File: config.mk
export PLATFORM = sky130hd
export DESIGN_NAME = simd_fault_classifier
export DESIGN_NICKNAME = d
export VERILOG_FILES = /design/src/rtl/simd_flt_pkg.sv /design/src/rtl/sfc_enable_chk.sv /design/src/rtl/sfc_mem_chk.sv /design/src/rtl/sfc_prio.sv /design/src/rtl/simd_fault_classifier.sv
export SDC_FILE = /design/constraint.sdc
export NUM_CORES = 1
export LEC_CHECK = 0
export BUFFER_PORTS_ARGS = -buffer_cell sky130_fd_sc_hd__buf_2
export CAP_MARGIN = 20
export CORE_MARGIN = 3
export CORE_UTILIZATION = 29
export CTS_BUF_LIST = sky130_fd_sc_hd__clkbuf_16
export DETAILED_ROUTE_END_ITERATION = 10
export PLACE_DENSITY = 0.83
export SYNTH_ARGS = -nofsm -noshare
export SYNTH_HDL_FRONTEND = slang
export SYNTH_SLANG_ARGS = --single-unit
File: constraint.sdc
create_clock -name clk -period 2.3 [get_ports clk]
set_input_delay 0.23 -clock clk [delete_from_list [all_inputs] [get_ports clk]]
set_output_delay 0.23 -clock clk [all_outputs]
set_load 0.005 [all_outputs]
File: src/rtl/simd_flt_pkg.sv
package simd_flt_pkg;

  localparam int ADDR_W = 64;
  localparam int FLT_N  = 6;

  localparam int FLT_INVOP = 0;
  localparam int FLT_NODEV = 1;
  localparam int FLT_GPROT = 2;
  localparam int FLT_STACK = 3;
  localparam int FLT_PAGE  = 4;
  localparam int FLT_SIMD  = 5;

  typedef logic [FLT_N-1:0] flt_vec_t;

  typedef enum logic [1:0] {
    MODE_REAL   = 2'd0,
    MODE_PROT   = 2'd1,
    MODE_LONG   = 2'd2,
    MODE_COMPAT = 2'd3
  } cpu_mode_e;

  // Bits at and above the implemented width must copy the top implemented bit.
  function automatic logic addr_canonical(input logic [ADDR_W-1:0] a,
                                          input int unsigned va_bits);
    logic ok;
    ok = 1'b1;
    for (int i = 0; i < ADDR_W; i++) begin
      if (i >= int'(va_bits) && a[i] != a[va_bits-1]) ok = 1'b0;
    end
    return ok;
  endfunction

  function automatic logic addr_aligned(input logic [ADDR_W-1:0] a,
                                        input int unsigned nbytes);
    logic [ADDR_W-1:0] msk;
    msk = ADDR_W'(nbytes - 1);
    return (a & msk) == '0;
  endfunction

  // Last byte of the operand past the 16-bit offset limit.
  function automatic logic real_beyond(input logic [ADDR_W-1:0] a,
                                       input int unsigned nbytes,
                                       input int unsigned limit);
    logic [16:0] last_byte;
    last_byte = {1'b0, a[15:0]} + 17'(nbytes - 1);
    return last_byte > 17'(limit);
  endfunction

endpackage

File: src/rtl/sfc_enable_chk.sv
module sfc_enable_chk (
  input  logic fpu_emul,
  input  logic fxsave_os_en,
  input  logic simd_ext_ok,
  input  logic lock_pfx,
  input  logic ctx_switched,
  output logic enc_ud,
  output logic dev_na
);
  always_comb begin
    enc_ud = lock_pfx | fpu_emul | ~fxsave_os_en | ~simd_ext_ok;
    dev_na = ctx_switched;
  end
endmodule

File: src/rtl/sfc_mem_chk.sv
module sfc_mem_chk
  import simd_flt_pkg::*;
#(
  parameter int unsigned VA_BITS    = 48,
  parameter int unsigned OPND_BYTES = 16,
  parameter int unsigned REAL_LIMIT = 65535
) (
  input  logic [1:0]        cpu_mode,
  input  logic              mem_use,
  input  logic [ADDR_W-1:0] mem_addr,
  input  logic              seg_stack,
  input  logic              seg_limit_fail,
  input  logic              pf_hit,
  output logic              addr_fault,
  output logic              align_fault,
  output logic              mem_gp,
  output logic              mem_ss,
  output logic              mem_pf
);
  logic real_bad, canon_bad, mis_al;
  logic addr_fail, stack_sel, pf_ok;

  always_comb begin
    real_bad  = real_beyond(mem_addr, OPND_BYTES, REAL_LIMIT);
    canon_bad = ~addr_canonical(mem_addr, VA_BITS);
    mis_al    = ~addr_aligned(mem_addr, OPND_BYTES);
  end

  always_comb begin
    case (cpu_mode_e'(cpu_mode))
      MODE_REAL: begin
        addr_fail = real_bad;
        stack_sel = 1'b0;
        pf_ok     = 1'b0;
      end
      MODE_LONG: begin
        addr_fail = canon_bad;
        stack_sel = seg_stack;
        pf_ok     = 1'b1;
      end
      default: begin
        addr_fail = seg_limit_fail;
        stack_sel = seg_stack;
        pf_ok     = 1'b1;
      end
    endcase
  end

  always_comb begin
    addr_fault  = mem_use & addr_fail;
    align_fault = mem_use & mis_al;
    mem_ss      = addr_fault & stack_sel;
    mem_gp      = addr_fault ? ~stack_sel : align_fault;
    mem_pf      = mem_use & pf_ok & pf_hit;
  end
endmodule

File: src/rtl/sfc_prio.sv
module sfc_prio #(
  parameter int N = 5
) (
  input  logic [N-1:0] req,
  output logic [N-1:0] gnt
);
  for (genvar i = 0; i < N; i++) begin : g_rank
    if (i == 0) begin : g_top
      assign gnt[i] = req[i];
    end else begin : g_low
      assign gnt[i] = req[i] & ~(|req[i-1:0]);
    end
  end
endmodule

File: src/rtl/simd_fault_classifier.sv
module simd_fault_classifier
  import simd_flt_pkg::*;
#(
  parameter int unsigned VA_BITS    = 48,
  parameter int unsigned OPND_BYTES = 16,
  parameter int unsigned REAL_LIMIT = 65535
) (
  input  logic                   clk,
  input  logic                   rst_n,
  input  logic                   req_vld,
  input  logic                   ctx_switched,
  input  logic                   fpu_emul,
  input  logic                   fxsave_os_en,
  input  logic                   simd_exc_os_en,
  input  logic                   simd_ext_ok,
  input  logic                   lock_pfx,
  input  logic [1:0]             cpu_mode,
  input  logic                   mem_use,
  input  logic [ADDR_W-1:0]      mem_addr,
  input  logic                   seg_stack,
  input  logic                   seg_limit_fail,
  input  logic                   pf_hit,
  input  logic                   fp_unmasked,
  output logic                   rsp_vld,
  output logic                   flt_vld,
  output logic [FLT_N-1:0]       flt_vec
);
  localparam int RANK_N   = 5;
  localparam int RK_ENC   = 0;
  localparam int RK_DEV   = 1;
  localparam int RK_ADDR  = 2;
  localparam int RK_PAGE  = 3;
  localparam int RK_FP    = 4;

  logic enc_ud, dev_na;
  logic addr_fault, align_fault, mem_gp, mem_ss, mem_pf;
  logic mem_any;
  logic [RANK_N-1:0] rank_req, rank_gnt;
  flt_vec_t nxt_vec;

  sfc_enable_chk u_en (
    .fpu_emul     (fpu_emul),
    .fxsave_os_en (fxsave_os_en),
    .simd_ext_ok  (simd_ext_ok),
    .lock_pfx     (lock_pfx),
    .ctx_switched (ctx_switched),
    .enc_ud       (enc_ud),
    .dev_na       (dev_na)
  );

  sfc_mem_chk #(
    .VA_BITS    (VA_BITS),
    .OPND_BYTES (OPND_BYTES),
    .REAL_LIMIT (REAL_LIMIT)
  ) u_mem (
    .cpu_mode       (cpu_mode),
    .mem_use        (mem_use),
    .mem_addr       (mem_addr),
    .seg_stack      (seg_stack),
    .seg_limit_fail (seg_limit_fail),
    .pf_hit         (pf_hit),
    .addr_fault     (addr_fault),
    .align_fault    (align_fault),
    .mem_gp         (mem_gp),
    .mem_ss         (mem_ss),
    .mem_pf         (mem_pf)
  );

  assign mem_any = mem_gp | mem_ss | mem_pf;

  always_comb begin
    rank_req          = '0;
    rank_req[RK_ENC]  = enc_ud;
    rank_req[RK_DEV]  = dev_na;
    rank_req[RK_ADDR] = mem_gp | mem_ss;
    rank_req[RK_PAGE] = mem_pf;
    rank_req[RK_FP]   = fp_unmasked;
  end

  sfc_prio #(.N(RANK_N)) u_prio (
    .req (rank_req),
    .gnt (rank_gnt)
  );

  // Map the winning rank to the architectural fault bit.
  always_comb begin
    nxt_vec            = '0;
    nxt_vec[FLT_INVOP] = rank_gnt[RK_ENC] | (rank_gnt[RK_FP] & ~simd_exc_os_en);
    nxt_vec[FLT_NODEV] = rank_gnt[RK_DEV];
    nxt_vec[FLT_GPROT] = rank_gnt[RK_ADDR] & mem_gp;
    nxt_vec[FLT_STACK] = rank_gnt[RK_ADDR] & mem_ss;
    nxt_vec[FLT_PAGE]  = rank_gnt[RK_PAGE];
    nxt_vec[FLT_SIMD]  = rank_gnt[RK_FP] & simd_exc_os_en;
  end

  always_ff @(posedge clk) begin
    if (!rst_n) begin
      rsp_vld <= 1'b0;
      flt_vld <= 1'b0;
      flt_vec <= '0;
    end else begin
      rsp_vld <= req_vld;
      flt_vld <= req_vld & (|nxt_vec);
      flt_vec <= req_vld ? nxt_vec : '0;
    end
  end
endmodule

==> results.sh, run 1 <==
export IMPL_crit_required_ns=2.47
export IMPL_clk_path_buf_depth=2
export IMPL_finalCritPeriodShare_pct=64.73
export IMPL_cp_slowest_cell="a311oi_4"
export IMPL_critPathMaxStageDelay_ns=0.38
export IMPL_synth_edff_count=0
export IMPL_power_switching_mw=0.09622
export IMPL_irDropWorstVdd_uv=339.8
export IMPL_p_int_mw=0.4084
export IMPL_hold_violations=0
export IMPL_drt_iter0_drc=6
export IMPL_grt_ovfl_total=0
export IMPL_cts_root_buf="clkbuf_16"
export IMPL_cp_cell_sequence="buf_2 -> inv_1 -> ha_1 -> a2111oi_1 -> o31ai_1 -> a311oi_4 -> and3b_1"
export IMPL_initial_core_util_pct=32.92
export IMPL_synth_avg_cell_area_um2=8.842
export IMPL_power_density_nw_per_um2=557.8
export IMPL_gp_congestion=0.6405
export IMPL_grt_max_degree=6
export IMPL_die_w_um=48.77
export IMPL_cts_resized=0
export IMPL_p_total_mw=0.5046
export IMPL_worst_slack_ns=0.8111
export IMPL_slew_viol_final=0
export IMPL_cp_depth=7
export IMPL_vias_per_cell=4.880
export IMPL_layout_common_cells="buf_2 (56), nand4_1 (9), dfxtp_1 (8)"
export IMPL_clock_sinks=8
export IMPL_grt_pass1_wl_um=2394
export IMPL_antenna_found_initial=0
export IMPL_synth_top_flop_cell="dfxtp_1"
export IMPL_grt_pass1_vias=601
export IMPL_final_nets=202
export IMPL_path_clk_slew_ns=0.03
export IMPL_grt_setup_unrepaired="no"
export IMPL_num_rows=14
export IMPL_crit_path_start_kind="input pin"
export IMPL_die_area_um2=2379
export IMPL_path_buf_inv=2
export IMPL_comb_power_share_pct=15.2
export IMPL_outcome="finished, final reports clean"
export IMPL_hpwlAfterDp_um=1338
export IMPL_grt_total_usage_pct=12.75
export IMPL_htreeDepth=1
export IMPL_end_kind="register"
export IMPL_clock_fmax_mhz=671.6
export IMPL_crit_arrival_ns=1.66
export IMPL_syn_area_um2=530.5
export IMPL_portBuffers=56
export IMPL_final_common_cell="buf_2"
export IMPL_drv_cap=0
export IMPL_ys_seq_area_share_pct=30.19
export IMPL_path_delay_family="compound AO/OA/AOI/OAI gates"
export IMPL_asyncSetResetFlopFracSynth_pct=0
export IMPL_preCtsSetupSlack_ns=0.5556
export IMPL_core_um2=1612
export IMPL_tightest_slew_ns=0.4060
export IMPL_slew_headroom_pct=72.71
export IMPL_cts_setup_buffers=0
export IMPL_synth_seq_cells=8
export IMPL_fin_tns_setup_ns=0
export IMPL_fin_crit_ns=1.489
export IMPL_drive_gt1_share_pct=55.93
export IMPL_hold_buffers=0
export IMPL_wire_per_inst_um=10.54
export IMPL_power_leakage_nw=0.4451
export IMPL_antenna_left=0
export IMPL_syn_instance_count=60
export IMPL_syn2layout_area_growth_pct=70.52
export IMPL_synth_fp_nets=142
export IMPL_clkPwrFrac_pct=56.4
export IMPL_cts_made_buffers=3
export IMPL_path_class="input pin to register"
export IMPL_n_antenna_cell=0
export IMPL_cp_startpoint="mem_addr[0]"
export IMPL_die_y_um=48.77
export IMPL_hold_path_class="input pin to register"
export IMPL_p_sw_share_pct=19.07
export IMPL_yosys_warnings=0
export IMPL_ys_types=25
export IMPL_power_frac_seq_pct=28.4
export IMPL_setup_viol=0
export IMPL_wirelength_um=1496
export IMPL_worst_path_max_fanout=5
export IMPL_tritoncts="yes"
export IMPL_vias=693
export IMPL_hold_slack_ns=0.2108
export IMPL_drc_errors=0
export IMPL_io_pins=88
export IMPL_firstDrtPassIters=4
export IMPL_crit_end="flt_vec[2]"
## area by class of cell
type	instances	area, um^2
clock buffer	3	75.07
fill	161	706.9
inverter	3	11.26
multi-input combinational	48	347.8
sequential	8	160.2
tap	24	30.03
timing repair buffer	56	280.3
## per-layer routing
metal | part of all wire (%) | up-vias | GRT usage, % | wire length [um]
met1 | 38 | 299 | 13.36 | 573
met2 | 50 | 39 | 22.62 | 749
met5 | 0 | - | 0 | 0
met3 | 9.4 | 5 | 2.752 | 141
li1 | - | 350 | - | -
met4 | 2.1 | 0 | 8.531 | 31
## power groups by stage
stage	logic, mW	registers, mW	clock network [mW]
2_1_floorplan	0.0257	0.146	0
3_3_place_gp	0.0745	0.145	0
3_5_place_dp	0.0772	0.145	0
4_1_cts	0.0775	0.143	0.289
5_1_grt	0.0854	0.143	0.304
6_report	0.0769	0.143	0.285
## metrics by stage
stage | area [um^2] | utilization (%) | std cells
after floorplan | 530.5 | - | 60
final | 904.6 | 56.13 | 142
after CTS | 904.6 | 56.13 | 142
after global routing | 904.6 | 56.13 | 142
after detailed placement | 829.5 | 51.48 | 139
after global placement | 829.5 | 51.48 | 139
## synth_stat cells, types with 2 or more instances
cell     n  area, um^2
nor4_1   3       18.77
ha_1     2       25.02
nand4_1  9       56.30
nand3_1  3       15.01
nand2_1  7       26.28
nor3_1   3       15.01
dfxtp_1  8       160.2
nor2_1   5       18.77
inv_1    3       11.26
or4_4    2       22.52
## state kept, by name, summed over array words and instances, names as in the netlist
register / cells
flt_vld: 1
flt_vec: 6
rsp_vld: 1
## how the worst min path moves through the flow
| stage | from | endpoint | slack (ns) | depth (start not counted) |
|---|---|---|---|---|
| after global placement | simd_exc_os_en | flt_vec[0] | 0.45 | 2 |
| after CTS | simd_exc_os_en | flt_vec[0] | 0.21 | 2 |
| after floorplan | simd_exc_os_en | flt_vec[0] | 0.33 | 1 |
| final | simd_exc_os_en | flt_vec[0] | 0.21 | 2 |
| after global routing | simd_exc_os_en | flt_vec[0] | 0.22 | 2 |
| after detailed placement | simd_exc_os_en | flt_vec[0] | 0.45 | 2 |
## logic make-up after synthesis
family	count (synthesis)	synth area share, %
flip-flops	8	30.19
AND/OR/NAND/NOR	37	40.57
AO/OA/AOI/OAI	9	20.29
adder cells (fa/ha/maj)	2	4.716
buffers and inverters	4	4.245
(Power assumes the default switching activity.)
==> inputs of run 2 (changes only) <==
Settings changed: CORE_UTILIZATION 29 to 24, PLACE_DENSITY 0.83 to 0.73.
Clock period 2.3 ns to 1.3 ns, I/O delays scaled along.
==> run 2 against run 1 <==
Die area rose by 18%; final area is 11% higher; clock-buffer cell count unchanged; clock power rose by 78%; critical path type unchanged; total power is 82% higher.
==> results.sh, run 2 (synthesized netlist as in run 1, its figures left out) <==
export IMPL_gp_congestion=0.6683
export IMPL_grt_busiest_layer="met2"
export IMPL_die_w_um=53.02
export IMPL_drc_errors=0
export IMPL_hold_violations=0
export IMPL_crit_path_start_kind="input pin"
export IMPL_regMostFlops="flt_vec"
export IMPL_fin_tns_setup_ns=0
export IMPL_dpl_cell_count=148
export IMPL_hpwlAfterDp_um=1418
export IMPL_portBuffers=56
export IMPL_drv_cap=0
export IMPL_slew_headroom_pct=77.90
export IMPL_critPathMaxStageDelay_ns=0.36
export IMPL_antenna_found_initial=0
export IMPL_grt_max_degree=6
export IMPL_gr_usage_met1_pct=9.259
export IMPL_tritoncts="yes"
export IMPL_cts_setup_buffers=0
export IMPL_n_antenna_cell=0
export IMPL_initial_core_util_pct=26.24
export IMPL_clkPwrFrac_pct=55.0
export IMPL_io_pins=88
export IMPL_cts_root_buf="clkbuf_16"
export IMPL_grt_pass1_vias=702
export IMPL_grt_pass1_wl_um=2470
export IMPL_final_instance_count_excl_fill=151
export IMPL_hold_slack_ns=0.1252
export IMPL_grtUsageMet2_pct=25.41
export IMPL_slew_viol_final=0
export IMPL_cts_resized=0
export IMPL_drive_gt1_share_pct=62.90
export IMPL_wirelength_um=1618
export IMPL_layout_common_cells="buf_2 (54), nand4_1 (9), dfxtp_1 (8)"
export IMPL_htreeDepth=1
export IMPL_clock_fmax_mhz=797.2
export IMPL_wire_per_inst_um=10.72
export IMPL_die_area_um2=2811
export IMPL_core_um2=2022
export IMPL_gr_usage_met3_pct=2.254
export IMPL_clock_sinks=8
export IMPL_post_dp_cell_area_um2=883.3
export IMPL_hold_buffers=0
export IMPL_p_total_mw=0.9208
export IMPL_final_common_cell="buf_2"
export IMPL_clk_path_buf_depth=2
export IMPL_p_int_mw=0.7381
export IMPL_path_delay_family="compound AO/OA/AOI/OAI gates"
export IMPL_vias=714
export IMPL_p_sw_share_pct=19.85
export IMPL_tightest_slew_ns=0.3315
export IMPL_path_buf_inv=2
export IMPL_cp_cell_sequence="buf_6 -> inv_2 -> ha_4 -> a2111oi_4 -> o31ai_2 -> a311oi_4 -> and3b_1"
export IMPL_irDropWorstVdd_uv=616.1
export IMPL_setup_viol=0
export IMPL_end_kind="register"
export IMPL_power_density_nw_per_um2=915.3
export IMPL_fin_area_um2=1006
export IMPL_grt_ovfl_total=0
export IMPL_worst_path_max_fanout=5
export IMPL_crit_required_ns=1.47
export IMPL_drt_iter0_drc=2
export IMPL_cp_slowest_cell="a2111oi_4"
export IMPL_largest_reg_flops=6
export IMPL_finalCritPeriodShare_pct=96.49
export IMPL_antenna_left=0
export IMPL_cts_made_buffers=3
export IMPL_top_regs="flt_vec: 6 flops, flt_vld: 1 flops, rsp_vld: 1 flops"
export IMPL_num_rows=16
export IMPL_grt_total_usage_pct=11.93
export IMPL_power_switching_mw=0.1827
export IMPL_cp_depth=7
export IMPL_power_frac_seq_pct=27.5
export IMPL_path_clk_slew_ns=0.04
export IMPL_syn2layout_area_growth_pct=89.62
export IMPL_hold_depth=2
export IMPL_fin_crit_ns=1.254
export IMPL_final_nets=208
export IMPL_hold_path_class="input pin to register"
export IMPL_outcome="finished, final reports clean"
export IMPL_firstDrtPassIters=4
export IMPL_comb_power_share_pct=17.5
export IMPL_die_y_um=53.02
export IMPL_power_leakage_nw=0.4785
export IMPL_path_class="input pin to register"
export IMPL_crit_arrival_ns=1.43
export IMPL_vias_per_cell=4.728
==> run 2: changes by cell type in the layout (fill, tap and decap cells not counted), sizes merged <==
| cell | delta |
|---|---|
| buf | +6 |
==> run 2: stage by stage <==
| step | utilization [%] | setup WS, ns |
|---|---|---|
| 2_1_floorplan | - | -0.01749 |
| 3_3_place_gp | 43.69 | -0.1774 |
| 3_5_place_dp | 43.69 | -0.2120 |
| 4_1_cts | 47.40 | 0.02325 |
| 5_1_grt | 49.75 | -0.01538 |
| 6_report | 49.75 | 0.04566 |
==> run 2: routing by layer <==
layer  part of all wire, %  up-vias
met5                     0        -
met4                   1.8        0
met3                   9.6        3
met2                    59       34
met1                    30      317
li1                      -      360
==> run 2: area by class of cell <==
cell class,count,area [um^2]
timing repair buffer,62,337.8
fill,198,1016
inverter,3,13.76
multi-input combinational,48,385.4
sequential,8,160.2
clock buffer,3,75.07
tap,27,33.78
==> run 2: path summary, 6_finish.rpt <==
check                           from         end  slack [ns]
worst max-delay path     mem_addr[0]  flt_vec[2]        0.05
worst min-delay path  simd_exc_os_en  flt_vec[0]        0.13
==> run 2: power groups by stage <==
stage / registers (mW) / logic, mW / clock network (mW)
detailed placement: 0.257 / 0.150 / 0
finish: 0.253 / 0.161 / 0.506
global route: 0.254 / 0.180 / 0.522
global placement: 0.257 / 0.145 / 0
floorplan: 0.258 / 0.0472 / 0
CTS: 0.253 / 0.151 / 0.515
==> inputs of run 3 (changes only) <==
Settings changed: BUFFER_PORTS_ARGS -buffer_cell sky130_fd_sc_hd__buf_2 to not set, CORE_UTILIZATION 24 to 40, DONT_BUFFER_PORTS set to 1, PLACE_DENSITY 0.73 to 0.53.
Clock period 1.3 ns to 1.5 ns, I/O delays scaled along.
==> run 3 against run 2 <==
Clock power decreased by 13%; via count decreased by 27%; critical path depth shrank 1; final area decreased by 38%; first-iteration DRC count is 100% higher; utilization is 3.8 points higher; non-clock buffer count shrank 60; hold slack worse by 0.11 ns.
==> results.sh, run 3 (synthesized netlist as in run 1, its figures left out) <==
export IMPL_setup_viol=0
export IMPL_wire_per_inst_um=18.32
export IMPL_path_buf_inv=1
export IMPL_clock_sinks=8
export IMPL_grt_pass1_vias=541
export IMPL_holdPathEnd="flt_vec[0]"
export IMPL_crit_arrival_ns=1.55
export IMPL_fin_tns_setup_ns=0
export IMPL_preCtsSetupSlack_ns=-0.1088
export IMPL_drv_cap=0
export IMPL_io_pins=88
export IMPL_hold_buffers=0
export IMPL_cp_slowest_cell="a2111oi_1"
export IMPL_slew_viol_final=0
export IMPL_cts_made_buffers=3
export IMPL_antenna_left=0
export IMPL_worst_path_max_fanout=5
export IMPL_critPathMaxStageDelay_ns=0.39
export IMPL_vias=524
export IMPL_cts_resized=0
export IMPL_die_y_um=42.42
export IMPL_fin_crit_ns=1.373
export IMPL_initial_core_util_pct=45.30
export IMPL_tightest_slew_ns=0.4112
export IMPL_worst_slack_ns=0.1270
export IMPL_num_rows=12
export IMPL_multiInputGateArea_um2=347.8
export IMPL_layout_common_cells="nand4_1 (9), dfxtp_1 (8), nand2_1 (7)"
export IMPL_grt_total_usage_pct=16.93
export IMPL_grt_ovfl_total=0
export IMPL_power_leakage_nw=0.2230
export IMPL_die_w_um=42.42
export IMPL_core_um2=1171
export IMPL_n_antenna_cell=0
export IMPL_grt_pass1_wl_um=2332
export IMPL_gp_congestion=0.7616
export IMPL_irDropWorstVdd_uv=398.6
export IMPL_syn2layout_area_growth_pct=18.16
export IMPL_die_area_um2=1799
export IMPL_wirelength_um=1429
export IMPL_firstDrtPassIters=4
export IMPL_grt_max_degree=6
export IMPL_antenna_found_initial=0
export IMPL_path_class="input pin to register"
export IMPL_final_nets=148
export IMPL_cts_root_buf="clkbuf_16"
export IMPL_clk_path_buf_depth=2
export IMPL_hold_violations=0
export IMPL_htreeDepth=1
export IMPL_register_area_um2=160.2
export IMPL_outcome="finished, final reports clean"
export IMPL_portBuffers=0
export IMPL_min_delay_start="simd_exc_os_en"
export IMPL_cp_cell_sequence="inv_1 -> ha_1 -> a2111oi_1 -> o31ai_1 -> a311oi_4 -> and3b_1"
export IMPL_cp_startpoint="mem_addr[0]"
export IMPL_hold_path_class="input pin to register"
export IMPL_power_density_nw_per_um2=1130
export IMPL_hpwlAfterDp_um=1264
export IMPL_largest_reg_flops=6
export IMPL_cts_setup_buffers=0
export IMPL_grt_setup_unrepaired="no"
export IMPL_vias_per_cell=6.718
export IMPL_final_common_cell="nand4_1"
export IMPL_n_fill_cell=108
export IMPL_drive_gt1_share_pct=18.75
export IMPL_hold_depth=1
export IMPL_top_regs="flt_vec: 6 flops, flt_vld: 1 flops, rsp_vld: 1 flops"
export IMPL_path_clk_slew_ns=0.03
export IMPL_drc_errors=0
export IMPL_drt_iter0_drc=4
export IMPL_crit_path_start_kind="input pin"
export IMPL_tritoncts="yes"
export IMPL_crit_required_ns=1.67
export IMPL_slew_headroom_pct=72.35
export IMPL_regMostFlops="flt_vec"
export IMPL_end_kind="register"
export IMPL_final_util_pct=53.53
export IMPL_clock_fmax_mhz=728.3
export IMPL_finalCritPeriodShare_pct=91.53
export IMPL_path_delay_family="compound AO/OA/AOI/OAI gates"
-- run 3: cell count changes in the layout (fill, tap and decap cells not counted), moves of 2 or more --
cell	previous run	this run
buf_2	54	0
buf_4	6	2
buf_6	2	0
inv_1	1	3
-- run 3: worst max path at each step --
stage            endpoint  slack (ns)  depth (start not counted)
4_1_cts        flt_vec[2]        0.13                          6
2_1_floorplan  flt_vec[2]        0.08                          6
3_3_place_gp   flt_vec[2]       -0.01                          6
3_5_place_dp   flt_vec[2]       -0.11                          6
5_1_grt        flt_vec[2]        0.08                          6
6_report       flt_vec[2]        0.13                          6
-- run 3: routing by layer --
metal | GRT usage (%) | part of all wire [%]
met5 | 0 | 0
met2 | 32.22 | 53
met4 | 9.317 | 2.7
met3 | 7.296 | 15
met1 | 14.25 | 28
-- run 3: final cells by class --
class,instances,area share (%)
sequential,8,25.55
timing repair buffer,2,2.395
clock buffer,3,11.98
multi-input combinational,48,55.49
inverter,3,1.796
tap,14,2.794
-- run 3: metrics by stage --
stage	power (mW)	cell area, um^2	instances	hold slack [ns]
after floorplan	0.2631	530.5	60	0.2485
after global placement	0.2665	551.8	75	0.2514
after detailed placement	0.2703	551.8	75	0.2578
after CTS	0.7126	626.9	78	0.01798
after global routing	0.7276	626.9	78	0.02179
final	0.7081	626.9	78	0.02003
-- run 3: power by group --
group          switching, mW  internal, mW
clock                 0.0976         0.343
sequential           0.00209         0.219
combinational         0.0251        0.0216
